==> src/rtl/addrGenPkg.sv <==
`timescale 1ns/1ps
package addrGenPkg;
  localparam int ADDR_W = 24;
  localparam int IDX_W  = 16;
  localparam int BYTE_W = 8;
  localparam int MODE_W = 5;
  localparam int MAX_BYTES = 3;
  localparam int IDX_CNT_W = $clog2(MAX_BYTES + 1);

  typedef enum logic [MODE_W-1:0] {
    M_IMM    = 5'd0,  M_DIR    = 5'd1,  M_DIR_X  = 5'd2,  M_DIR_Y  = 5'd3,
    M_ABS    = 5'd4,  M_ABS_X  = 5'd5,  M_ABS_Y  = 5'd6,  M_LONG   = 5'd7,
    M_LONG_X = 5'd8,  M_DIND   = 5'd9,  M_DIND_Y = 5'd10, M_DXIND  = 5'd11,
    M_DIND_L = 5'd12, M_REL8   = 5'd13, M_REL16  = 5'd14, M_AIND   = 5'd15,
    M_AXIND  = 5'd16
  } modeT;

  typedef struct packed {
    logic                 loadCtx;
    logic                 takeOp;
    logic                 takePtr;
    logic                 ptrPhase;
    logic [IDX_CNT_W-1:0] byteIdx;
  } strobeT;

  function automatic logic modeValid(input logic [MODE_W-1:0] m);
    return m <= M_AXIND;
  endfunction

  function automatic logic [IDX_CNT_W-1:0] opCount(input logic [MODE_W-1:0] m);
    case (m)
      M_IMM:                                   return 2'd0;
      M_ABS, M_ABS_X, M_ABS_Y, M_REL16,
      M_AIND, M_AXIND:                         return 2'd2;
      M_LONG, M_LONG_X:                        return 2'd3;
      default:                                 return modeValid(m) ? 2'd1 : 2'd0;
    endcase
  endfunction

  function automatic logic [IDX_CNT_W-1:0] ptrCount(input logic [MODE_W-1:0] m);
    case (m)
      M_DIND, M_DIND_Y, M_DXIND, M_AIND, M_AXIND: return 2'd2;
      M_DIND_L:                                   return 2'd3;
      default:                                    return 2'd0;
    endcase
  endfunction
endpackage

==> src/rtl/addrGenCtrl.sv <==
`timescale 1ns/1ps
module addrGenCtrl
  import addrGenPkg::*;
(
  input  logic              clk,
  input  logic              rstN,
  input  logic              start,
  input  logic [MODE_W-1:0] mode,
  input  logic              memValid,
  output logic              memReq,
  output strobeT            strb,
  output logic [MODE_W-1:0] modeQ,
  output logic              done,
  output logic              errFlag
);
  typedef enum logic [1:0] {S_IDLE, S_OPER, S_PTR, S_FIN} stateT;

  stateT                state;
  logic [IDX_CNT_W-1:0] idx;
  logic [MODE_W-1:0]    modeReg;
  logic                 errReg;

  always_comb begin
    strb          = '0;
    strb.byteIdx  = idx;
    strb.ptrPhase = (state == S_PTR);
    strb.loadCtx  = (state == S_IDLE) && start;
    strb.takeOp   = (state == S_OPER) && memValid;
    strb.takePtr  = (state == S_PTR) && memValid;
  end

  assign memReq  = (state == S_OPER) || (state == S_PTR);
  assign done    = (state == S_FIN);
  assign modeQ   = modeReg;
  assign errFlag = errReg;

  always_ff @(posedge clk) begin
    if (!rstN) begin
      state   <= S_IDLE;
      idx     <= '0;
      modeReg <= '0;
      errReg  <= 1'b0;
    end else begin
      case (state)
        S_IDLE: if (start) begin
          modeReg <= mode;
          errReg  <= !modeValid(mode);
          idx     <= '0;
          state   <= (opCount(mode) == '0) ? S_FIN : S_OPER;
        end
        S_OPER: if (memValid) begin
          if (idx == opCount(modeReg) - 2'd1) begin
            idx   <= '0;
            state <= (ptrCount(modeReg) != '0) ? S_PTR : S_FIN;
          end else begin
            idx <= idx + 2'd1;
          end
        end
        S_PTR: if (memValid) begin
          if (idx == ptrCount(modeReg) - 2'd1) begin
            idx   <= '0;
            state <= S_FIN;
          end else begin
            idx <= idx + 2'd1;
          end
        end
        default: state <= S_IDLE;
      endcase
    end
  end
endmodule

==> src/rtl/addrGenPath.sv <==
`timescale 1ns/1ps
module addrGenPath
  import addrGenPkg::*;
(
  input  logic              clk,
  input  logic              rstN,
  input  strobeT            strb,
  input  logic [MODE_W-1:0] modeQ,
  input  logic              errFlag,
  input  logic [ADDR_W-1:0] pcIn,
  input  logic [IDX_W-1:0]  dirPage,
  input  logic [BYTE_W-1:0] dataBank,
  input  logic [IDX_W-1:0]  idxX,
  input  logic [IDX_W-1:0]  idxY,
  input  logic [BYTE_W-1:0] memRdata,
  output logic [ADDR_W-1:0] memAddr,
  output logic [ADDR_W-1:0] effAddr,
  output logic [ADDR_W-1:0] pcOut
);
  localparam int BANK_PAD = ADDR_W - IDX_W;

  logic [ADDR_W-1:0] pcStart, pcCur, opReg, ptrReg;
  logic [IDX_W-1:0]  dReg, xReg, yReg;
  logic [BYTE_W-1:0] bankReg;

  always_ff @(posedge clk) begin
    if (!rstN) begin
      pcStart <= '0;
      pcCur   <= '0;
      opReg   <= '0;
      ptrReg  <= '0;
      dReg    <= '0;
      xReg    <= '0;
      yReg    <= '0;
      bankReg <= '0;
    end else if (strb.loadCtx) begin
      pcStart <= pcIn;
      pcCur   <= pcIn;
      opReg   <= '0;
      ptrReg  <= '0;
      dReg    <= dirPage;
      xReg    <= idxX;
      yReg    <= idxY;
      bankReg <= dataBank;
    end else begin
      if (strb.takeOp) pcCur <= pcCur + 24'd1;
      for (int b = 0; b < MAX_BYTES; b++) begin
        if (strb.takeOp && strb.byteIdx == b[IDX_CNT_W-1:0])
          opReg[b*BYTE_W +: BYTE_W] <= memRdata;
        if (strb.takePtr && strb.byteIdx == b[IDX_CNT_W-1:0])
          ptrReg[b*BYTE_W +: BYTE_W] <= memRdata;
      end
    end
  end

  logic [IDX_W-1:0]  dirBase, ptrBase;
  logic [ADDR_W-1:0] absFull, bankPtr, xWide, yWide, result;

  assign dirBase = dReg + {8'h00, opReg[7:0]};
  assign absFull = {bankReg, opReg[15:0]};
  assign bankPtr = {bankReg, ptrReg[15:0]};
  assign xWide   = {{BANK_PAD{1'b0}}, xReg};
  assign yWide   = {{BANK_PAD{1'b0}}, yReg};

  always_comb begin
    case (modeQ)
      M_DXIND: ptrBase = dirBase + xReg;
      M_AIND:  ptrBase = opReg[15:0];
      M_AXIND: ptrBase = opReg[15:0] + xReg;
      default: ptrBase = dirBase;
    endcase
  end

  assign memAddr = strb.ptrPhase
                 ? {{BANK_PAD{1'b0}}, ptrBase + {{(IDX_W-IDX_CNT_W){1'b0}}, strb.byteIdx}}
                 : pcCur;

  always_comb begin
    case (modeQ)
      M_IMM:    result = pcStart;
      M_DIR:    result = {{BANK_PAD{1'b0}}, dirBase};
      M_DIR_X:  result = {{BANK_PAD{1'b0}}, dirBase + xReg};
      M_DIR_Y:  result = {{BANK_PAD{1'b0}}, dirBase + yReg};
      M_ABS:    result = absFull;
      M_ABS_X:  result = absFull + xWide;
      M_ABS_Y:  result = absFull + yWide;
      M_LONG:   result = opReg;
      M_LONG_X: result = opReg + xWide;
      M_DIND:   result = bankPtr;
      M_DIND_Y: result = bankPtr + yWide;
      M_DXIND:  result = bankPtr;
      M_DIND_L: result = ptrReg;
      M_REL8:   result = pcStart + {{(ADDR_W-8){opReg[7]}}, opReg[7:0]};
      M_REL16:  result = pcStart + {{(ADDR_W-16){opReg[15]}}, opReg[15:0]};
      M_AIND:   result = {{BANK_PAD{1'b0}}, ptrReg[15:0]};
      M_AXIND:  result = {{BANK_PAD{1'b0}}, ptrReg[15:0]};
      default:  result = '0;
    endcase
  end

  assign effAddr = errFlag ? '0 : result;
  assign pcOut   = pcCur + {{(ADDR_W-1){1'b0}}, (modeQ == M_IMM) && !errFlag};
endmodule

==> src/rtl/addrGen.sv <==
`timescale 1ns/1ps
module addrGen
  import addrGenPkg::*;
(
  input  logic              clk,
  input  logic              rstN,
  input  logic              start,
  input  logic [MODE_W-1:0] mode,
  input  logic [ADDR_W-1:0] pcIn,
  input  logic [IDX_W-1:0]  dirPage,
  input  logic [BYTE_W-1:0] dataBank,
  input  logic [IDX_W-1:0]  idxX,
  input  logic [IDX_W-1:0]  idxY,
  output logic              memReq,
  output logic [ADDR_W-1:0] memAddr,
  input  logic [BYTE_W-1:0] memRdata,
  input  logic              memValid,
  output logic              done,
  output logic [ADDR_W-1:0] effAddr,
  output logic [ADDR_W-1:0] pcOut,
  output logic              modeErr
);
  strobeT            strb;
  logic [MODE_W-1:0] modeQ;
  logic              errFlag;

  addrGenCtrl ctrl (
    .clk(clk), .rstN(rstN), .start(start), .mode(mode), .memValid(memValid),
    .memReq(memReq), .strb(strb), .modeQ(modeQ), .done(done), .errFlag(errFlag)
  );

  addrGenPath path (
    .clk(clk), .rstN(rstN), .strb(strb), .modeQ(modeQ), .errFlag(errFlag),
    .pcIn(pcIn), .dirPage(dirPage), .dataBank(dataBank), .idxX(idxX), .idxY(idxY),
    .memRdata(memRdata), .memAddr(memAddr), .effAddr(effAddr), .pcOut(pcOut)
  );

  assign modeErr = done && errFlag;
endmodule

==> config.mk <==
export PLATFORM = sky130hd
export DESIGN_NAME = addrGen
export DESIGN_NICKNAME = d
export VERILOG_FILES = /design/src/rtl/addrGenPkg.sv /design/src/rtl/addrGenCtrl.sv /design/src/rtl/addrGenPath.sv /design/src/rtl/addrGen.sv
export SDC_FILE = /design/constraint.sdc
export NUM_CORES = 1
export LEC_CHECK = 0
export BUFFER_PORTS_ARGS = -buffer_cell sky130_fd_sc_hd__buf_2
export CAP_MARGIN = 10
export CORE_MARGIN = 5
export CORE_UTILIZATION = 59
export CTS_CLUSTER_SIZE = 30
export DETAILED_ROUTE_END_ITERATION = 10
export PLACE_DENSITY_LB_ADDON = 0.1
export SETUP_SLACK_MARGIN = 0.5
export SLEW_MARGIN = 20
export SYNTH_ARGS = -nofsm -noshare
export SYNTH_HDL_FRONTEND = slang
export SYNTH_SLANG_ARGS = --single-unit
==> constraint.sdc <==
create_clock -name clk -period 6.06 [get_ports clk]
set_input_delay 0.606 -clock clk [delete_from_list [all_inputs] [get_ports clk]]
set_output_delay 0.606 -clock clk [all_outputs]
set_load 0.05 [all_outputs]
Yosys cells after proc, flatten, opt, wreduce, memory -nomap -nowiden:

Index checks and enable logic that the tools add are counted.
W data, S select, Z words.

* bitwise logic cells: 1
* equal/unequal tests: 36
* reductions and logical operators: 33
* $add $sub $neg: 16
* order comparisons: 2
* multiplexer cells: 38

Operators by type and width (count)
* $pmux W24 S15: 1
* $add A24 B16 Y24: 4
* $mux W24: 4
* $eq A5 B4 Y1 const B: 11
* $add A16 B16 Y16: 3
* $add A24 B24 Y24: 2
* $mux W2: 24
* $pmux W16 S3: 1
* $eq A5 B3 Y1 const B: 8
* $add A24 B1 Y24: 1
* $add A24 B1 Y24 const B: 1
* $pmux W2 S3: 4
* $add A16 B2 Y16: 1
* $add A16 B8 Y16: 1
* $reduce_or A6 Y1: 2
* $logic_and A1 B1 Y1: 11
* $eq A5 B2 Y1 const B: 2
* $eq A5 B5 Y1 const B: 2
* $le A5 B5 Y1 const B: 2
* $logic_not A5 Y1: 2
* $ne A2 B2 Y1 const B: 5
* $reduce_or A2 Y1: 5
* $eq A2 B2 Y1 const B: 3
* $logic_not A2 Y1: 3
* other kinds (16): 23

* word-level logic and storage cells: 142
* output and inout bits: 75
* register bits after elaboration: 162
* input bits: 97

Depth between registers and ports, before layout:

* word-level depth: 17
* depth in mapped cells: 20
* mapped depth without buffers: 18

Hierarchy:

A second synthesis with hierarchy kept.

* cells, all modules: 1925
* area total of the unflattened synthesis: 14970.6 um^2

Modules (own cells, without submodules)
* addrGenPath: area an instance 14143.6 um^2, times used 1, cells each 1820, seq. area each 3042.9 um^2
* addrGenCtrl: area an instance 820.8 um^2, times used 1, cells each 104, seq. area each 200.2 um^2
* addrGen: area an instance 6.3 um^2, times used 1, cells each 1, seq. area each 0.0 um^2

Worst setup path before layout:

Ideal clock, no wire load.

* path type: reg-to-output
* start: register ctrl.modeReg[0] (netlist: ctrl.modeQ[0])
* end: output effAddr[19]
* path buffers: 4
* setup slack: 0.540 ns
* required time: 5.454 ns
* arrival: 4.914 ns
* stages on the path, launching flop included: 18
* path through: dfxtp_1 > buf_2 > buf_1 > nor3_1 > clkbuf_1 > nand2_1 > clkbuf_1 > mux2_2 > ha_1 > a21o_1 > and4_1 > a2111oi_1 > o211ai_1 > a21oi_1 > o31a_1 > o21ai_0 > a31o_2 > a31oi_1

* cells in the longest elaborated chain, start to end: 4
* elaborated cells between the ends (all ways): 21
* those cells by class: 16 x eq/ne; 2 x mux; 3 x reduce/logical

RTL lines
* from (decl): RTL line addrGenCtrl.sv:20 `logic [MODE_W-1:0] modeReg;`
* from (signal assigned): RTL line addrGenCtrl.sv:46 `modeReg <= mode;`
* $eq A5 B4 Y1 / $eq A5 B5 Y1 (equally long branches): RTL line addrGenPath.sv:79 `case (modeQ)`
* $reduce_or A2 Y1 (no line)
* $pmux W24 S15 *: RTL line addrGenPath.sv:79
* $mux W24 *: RTL line addrGenPath.sv:101 `assign effAddr = errFlag ? '0 : result;`
* to (decl): RTL line addrGen.sv:19 `output logic [ADDR_W-1:0] effAddr,`

Every way passes the cells marked *; elsewhere a longest branch is shown, timed or not.

Worst setup path after layout:

* start: register path.opReg[0]
* end: output memAddr[15]

* cells in the longest elaborated chain, start to end: 5
* elaborated cells between the ends (all ways): 6
* those cells by class: 4 x add/sub; 2 x mux

RTL lines
* from (decl): RTL line addrGenPath.sv:22 `logic [ADDR_W-1:0] pcStart, pcCur, opReg, ptrReg;`
* from (signal, indexed assignment): RTL line addrGenPath.sv:49 `opReg[b*BYTE_W +: BYTE_W] <= memRdata;`
* $add A16 B8 Y16: RTL line addrGenPath.sv:59 `assign dirBase = dReg + {8'h00, opReg[7:0]};`
* $add A16 B16 Y16: RTL line addrGenPath.sv:67 `M_DXIND: ptrBase = dirBase + xReg;`
* $pmux W16 S3 *: RTL line addrGenPath.sv:66 `case (modeQ)`
* $add A16 B2 Y16 *: RTL line addrGenPath.sv:75 `? {{BANK_PAD{1'b0}}, ptrBase + {{(IDX_W-IDX_CNT_W){1'b0}}, strb.byteIdx}}`
* $mux W24 *: RTL line addrGenPath.sv:75
* to (decl): RTL line addrGen.sv:15 `output logic [ADDR_W-1:0] memAddr,`

Marks and branches as above.

==> impl_metrics.csv <==
group,metric,value,unit
synth,ys_warn_count,0,
drt,wl,53500,um
sta,timing.final.ws_setup,0.498,ns
drt,vias,15300,
global_routing,overflow,0,
sta,rsz0062_at_grt,"true",
cts,cts_max_level,4,
power,intPower,2.70,mW
power,p_leak,7.45,nW
cts,clock_path_buffers,2,
floorplan,ios,172,
critical_path,crit_buf_inv,1,
synth,synth_edf_count,0,
drt,dr_wl_met3,6030,um
floorplan,die_area,0.0274,mm2
floorplan,rows,57,
sta,finalCriticalPeriod,5.56,ns
cts,cts_sinks,162,
drt,dr.pass1.iters,6,
sta,finalHoldViolations,0,
drt,top_layer_used,"met4",
cts,holdBufCountCts,0,
power,swShare,48.7,%
synth,ys_seq_area_share,22.7,%
layout,drive_above_1_share,16.8,%
synth,synth_cells,1893,
critical_path,crit_top_cell,"ha_2",
synth,yosys.area.top_type_share,22.7,%
power,combPwrFrac,49.7,%
floorplan,die_w,166,um
drt,routedLengthMet1,22600,um
sta,relSlewSlack,23.2,%
layout,fillers,2062,
place,port_buffers,171,
hold_path,hold_class,"input port to flip-flop",
critical_path,setup.worst_path.start,"path.opReg[0]$_SDFFE_PP0P_",
place,place_hpwl,41300,um
cts,cts-root-buf,"clkbuf_16",
synth,synth_area_leaders,"dfxtp_1 23%, ha_1 9.5%, nand2_1 9.2%, a21boi_0 5.7%, xnor2_1 5.3%",
layout,final_nets,2245,
critical_path,reg2reg_depth,10,
global_routing,grt_pass1_vias,13900,
drt,viasPerCell,6.45,
power,switchingPower,2.57,mW
power,clkPwrFrac,22.5,%
power,vdd_drop_max,0.218,mV
layout,n_antenna_cell,0,
cts,worstSkewPairLatency,0.44,ns
critical_path,cp_cell_sequence,"ha_2 -> fa_2 -> a211oi_4 -> o21ai_1 -> xor2_2 -> ha_2 -> or3_4 -> and3_4 -> a41o_1 -> or4_4 -> nand2_2 -> xnor2_1 -> a221o_1 -> nand4b_2 -> xnor2_2 -> mux2_4 -> buf_4",
critical_path,required,5.45,ns
global_routing,antenna_found_initial,0,
critical_path,critPathSlowestCell,"fa_2",
synth,syn_area,0.0143,mm2
drt,met2_length,23100,um
sta,finalCritPeriodShare,91.8,%
critical_path,reg2reg_from,"ctrl.modeQ[4]$_SDFFE_PN0P_",
critical_path,cp.depth,17,
outcome,outcome,"complete, no violations",
global_routing,grt_start_max_net_pins,111,
sta,tightest_slew,1.15,ns
critical_path,crit_arrival,4.96,ns
power,seq_power_share,27.8,%
drt,wl_per_cell,22.6,um
global_routing,grt_pass1_wl,79800,um
floorplan,die_y,166,um
synth,synth.net_count,2105,
hold_path,worstHoldStart,"idxY[8]",
critical_path,critical_path_class,"flip-flop to primary output",
sta,final_max_slew_viol_count,0,
synth,yosys.area.top_type,"dfxtp_1",
global_routing,grt_use_total,37.9,%
sta,tns,0,ns
critical_path,cp-start-kind,"flip-flop",
synth,synth.distinct_cells,87,
critical_path,slowest_delay,0.44,ns
flow_run,maxCapViolations,0,
drt,dr.first_iter.drc_count,2133,
sta,setup_viol,0,
critical_path,critPathCaptureType,"primary output",
drt,antenna_left,0,
cts,cts_buffers,17,
drt,drc_errors,0,
critical_path,critical-path-top-delay-family,"simple AND/OR/NAND/NOR gates",
critical_path,path_max_fanout,7,
floorplan,initial_utilization,59.4,%
synth,synth_flop_cell,"dfxtp_1",
synth,avgSynthCellArea,7.54,um2
cts,cts_tree,"built",
power,power_density,320,mW/mm2
synth,synth_seq_cells,162,
cts,path_clk_slew,0.07,ns
place,pre_cts_ws,0.443,ns
sta,skew,0.0101,ns
synth,synthArstFlopShare,0,%
hold_path,whs_path_depth,3,
place,gp_congestion,1.05,
layout,area_delta_synth_final,15.2,%
floorplan,core-area,0.0240,mm2
sta,fmax,0.180,GHz
[power by group through the flow]
stage               combinational, mW  clock, mW  sequential (mW)
floorplan                        1.85          0             1.34
global placement                 2.45          0             1.47
CTS                              2.52       1.19             1.45
global route                     2.79       1.24             1.47
finish                           2.62       1.18             1.46
detailed placement               2.47          0             1.47
[cell usage in the layout (no fill, tap or decap), types with 33 or more instances in the layout]
master	n
o21ai_0	51
mux2i_1	38
buf_2	168
a21o_1	36
buf_4	50
a21boi_0	109
ha_1	101
xnor2_1	84
nand3_1	77
dfxtp_1	160
a21oi_1	120
inv_1	33
nor2_1	130
nand2_1	345
xor2_1	55
[timing repair]
item / 4_1_cts / 5_1_grt
pin swaps: 4 / 14
setup buffers: 2 / 10
resized for setup: 23 / 31
endpoints found under the setup margin: 15 / 20
cloned: 0 / 0
[worst register-to-register path, delay by kind of cell (launching register included)]
family	cells	cell delay (ns)
simple gates	6	1.80
buf+inv	1	0.19
compound gates	2	0.38
flops	1	0.31
xor+xnor	1	0.15
[final cells by class]
| class | count | area [um2] | share of cell area, % |
|---|---|---|---|
| Sequential cell | 162 | 3250 | 19.8 |
| Multi-Input combinational cell | 1597 | 10800 | 65.7 |
| Tap cell | 324 | 405 | 2.47 |
| Inverter | 36 | 135 | 0.822 |
| Clock buffer | 17 | 425 | 2.59 |
| Clock inverter | 14 | 193 | 1.17 |
| Timing Repair Buffer | 219 | 1220 | 7.45 |
[worst paths after layout]
kind | endpoint | slack, ns
setup / recovery | memAddr[15] | 0.50
hold reg to reg | path.dReg[0]$_SDFFE_PN0P_ | 0.49
hold / removal | path.yReg[8]$_SDFFE_PN0P_ | 0.41
setup reg to reg | ctrl.state[1]$_SDFFE_PN0P_ | 3.14
[flip-flops by register name, summed over array words and instances (netlist names)]
signal and flops:
ctrl.modeQ 5, path.yReg 16, ctrl.idx 2, path.dReg 16
ctrl.state 2, path.xReg 16, path.pcStart 24, path.bankReg 8
ctrl.errFlag 1, path.pcCur 24, path.ptrReg 24, path.opReg 24
[routing by layer]
metal | GRT usage (%) | vias to the layer above
met4 | 12.6 | 0
met5 | 0 | -
met1 | 52.4 | 7221
met2 | 59.0 | 849
met3 | 7.84 | 95
li1 | - | 7110
[cell usage after synthesis (15+ instances only)]
cell      instances
nand2_1         349
dfxtp_1         162
nor2_1          132
a21oi_1         124
a21boi_0        109
ha_1            108
xnor2_1          87
clkbuf_1         81
nand3_1          78
xor2_1           57
o21ai_0          55
mux2i_1          38
a21o_1           36
inv_1            34
a31oi_1          28
nor3_1           25
a221oi_1         23
and3_1           22
mux2_2           22
nor2b_1          22
a22oi_1          21
o21a_1           17
a222oi_1         15
nand4_1          15
[logic make-up (layout without fill, tap and decap cells)]
| family | count (synthesis) | after routing | synth area share, % |
|---|---|---|---|
| AOI/OAI and AO/OA | 545 | 545 | 26.3 |
| xor gates and xnor gates | 144 | 144 | 8.84 |
| adders and majority gates | 115 | 115 | 10.4 |
| buffers and inverters | 134 | 286 | 3.58 |
| DFF | 162 | 162 | 22.7 |
| muxes | 61 | 61 | 4.51 |
| and+or+nand+nor | 732 | 732 | 23.6 |
[stage by stage]
stage	instance area (um2)	cells	utilization, %	hold slack (ns)	total power [mW]
2_1_floorplan	14300	1893	-	0.447	3.19
3_3_place_gp	15500	2326	64.3	0.460	3.91
3_5_place_dp	15500	2326	64.3	0.480	3.94
4_1_cts	16200	2359	67.5	0.407	5.16
5_1_grt	16400	2369	68.4	0.415	5.50
6_report	16400	2369	68.4	0.409	5.27
Power figures use the tool's default switching activity.
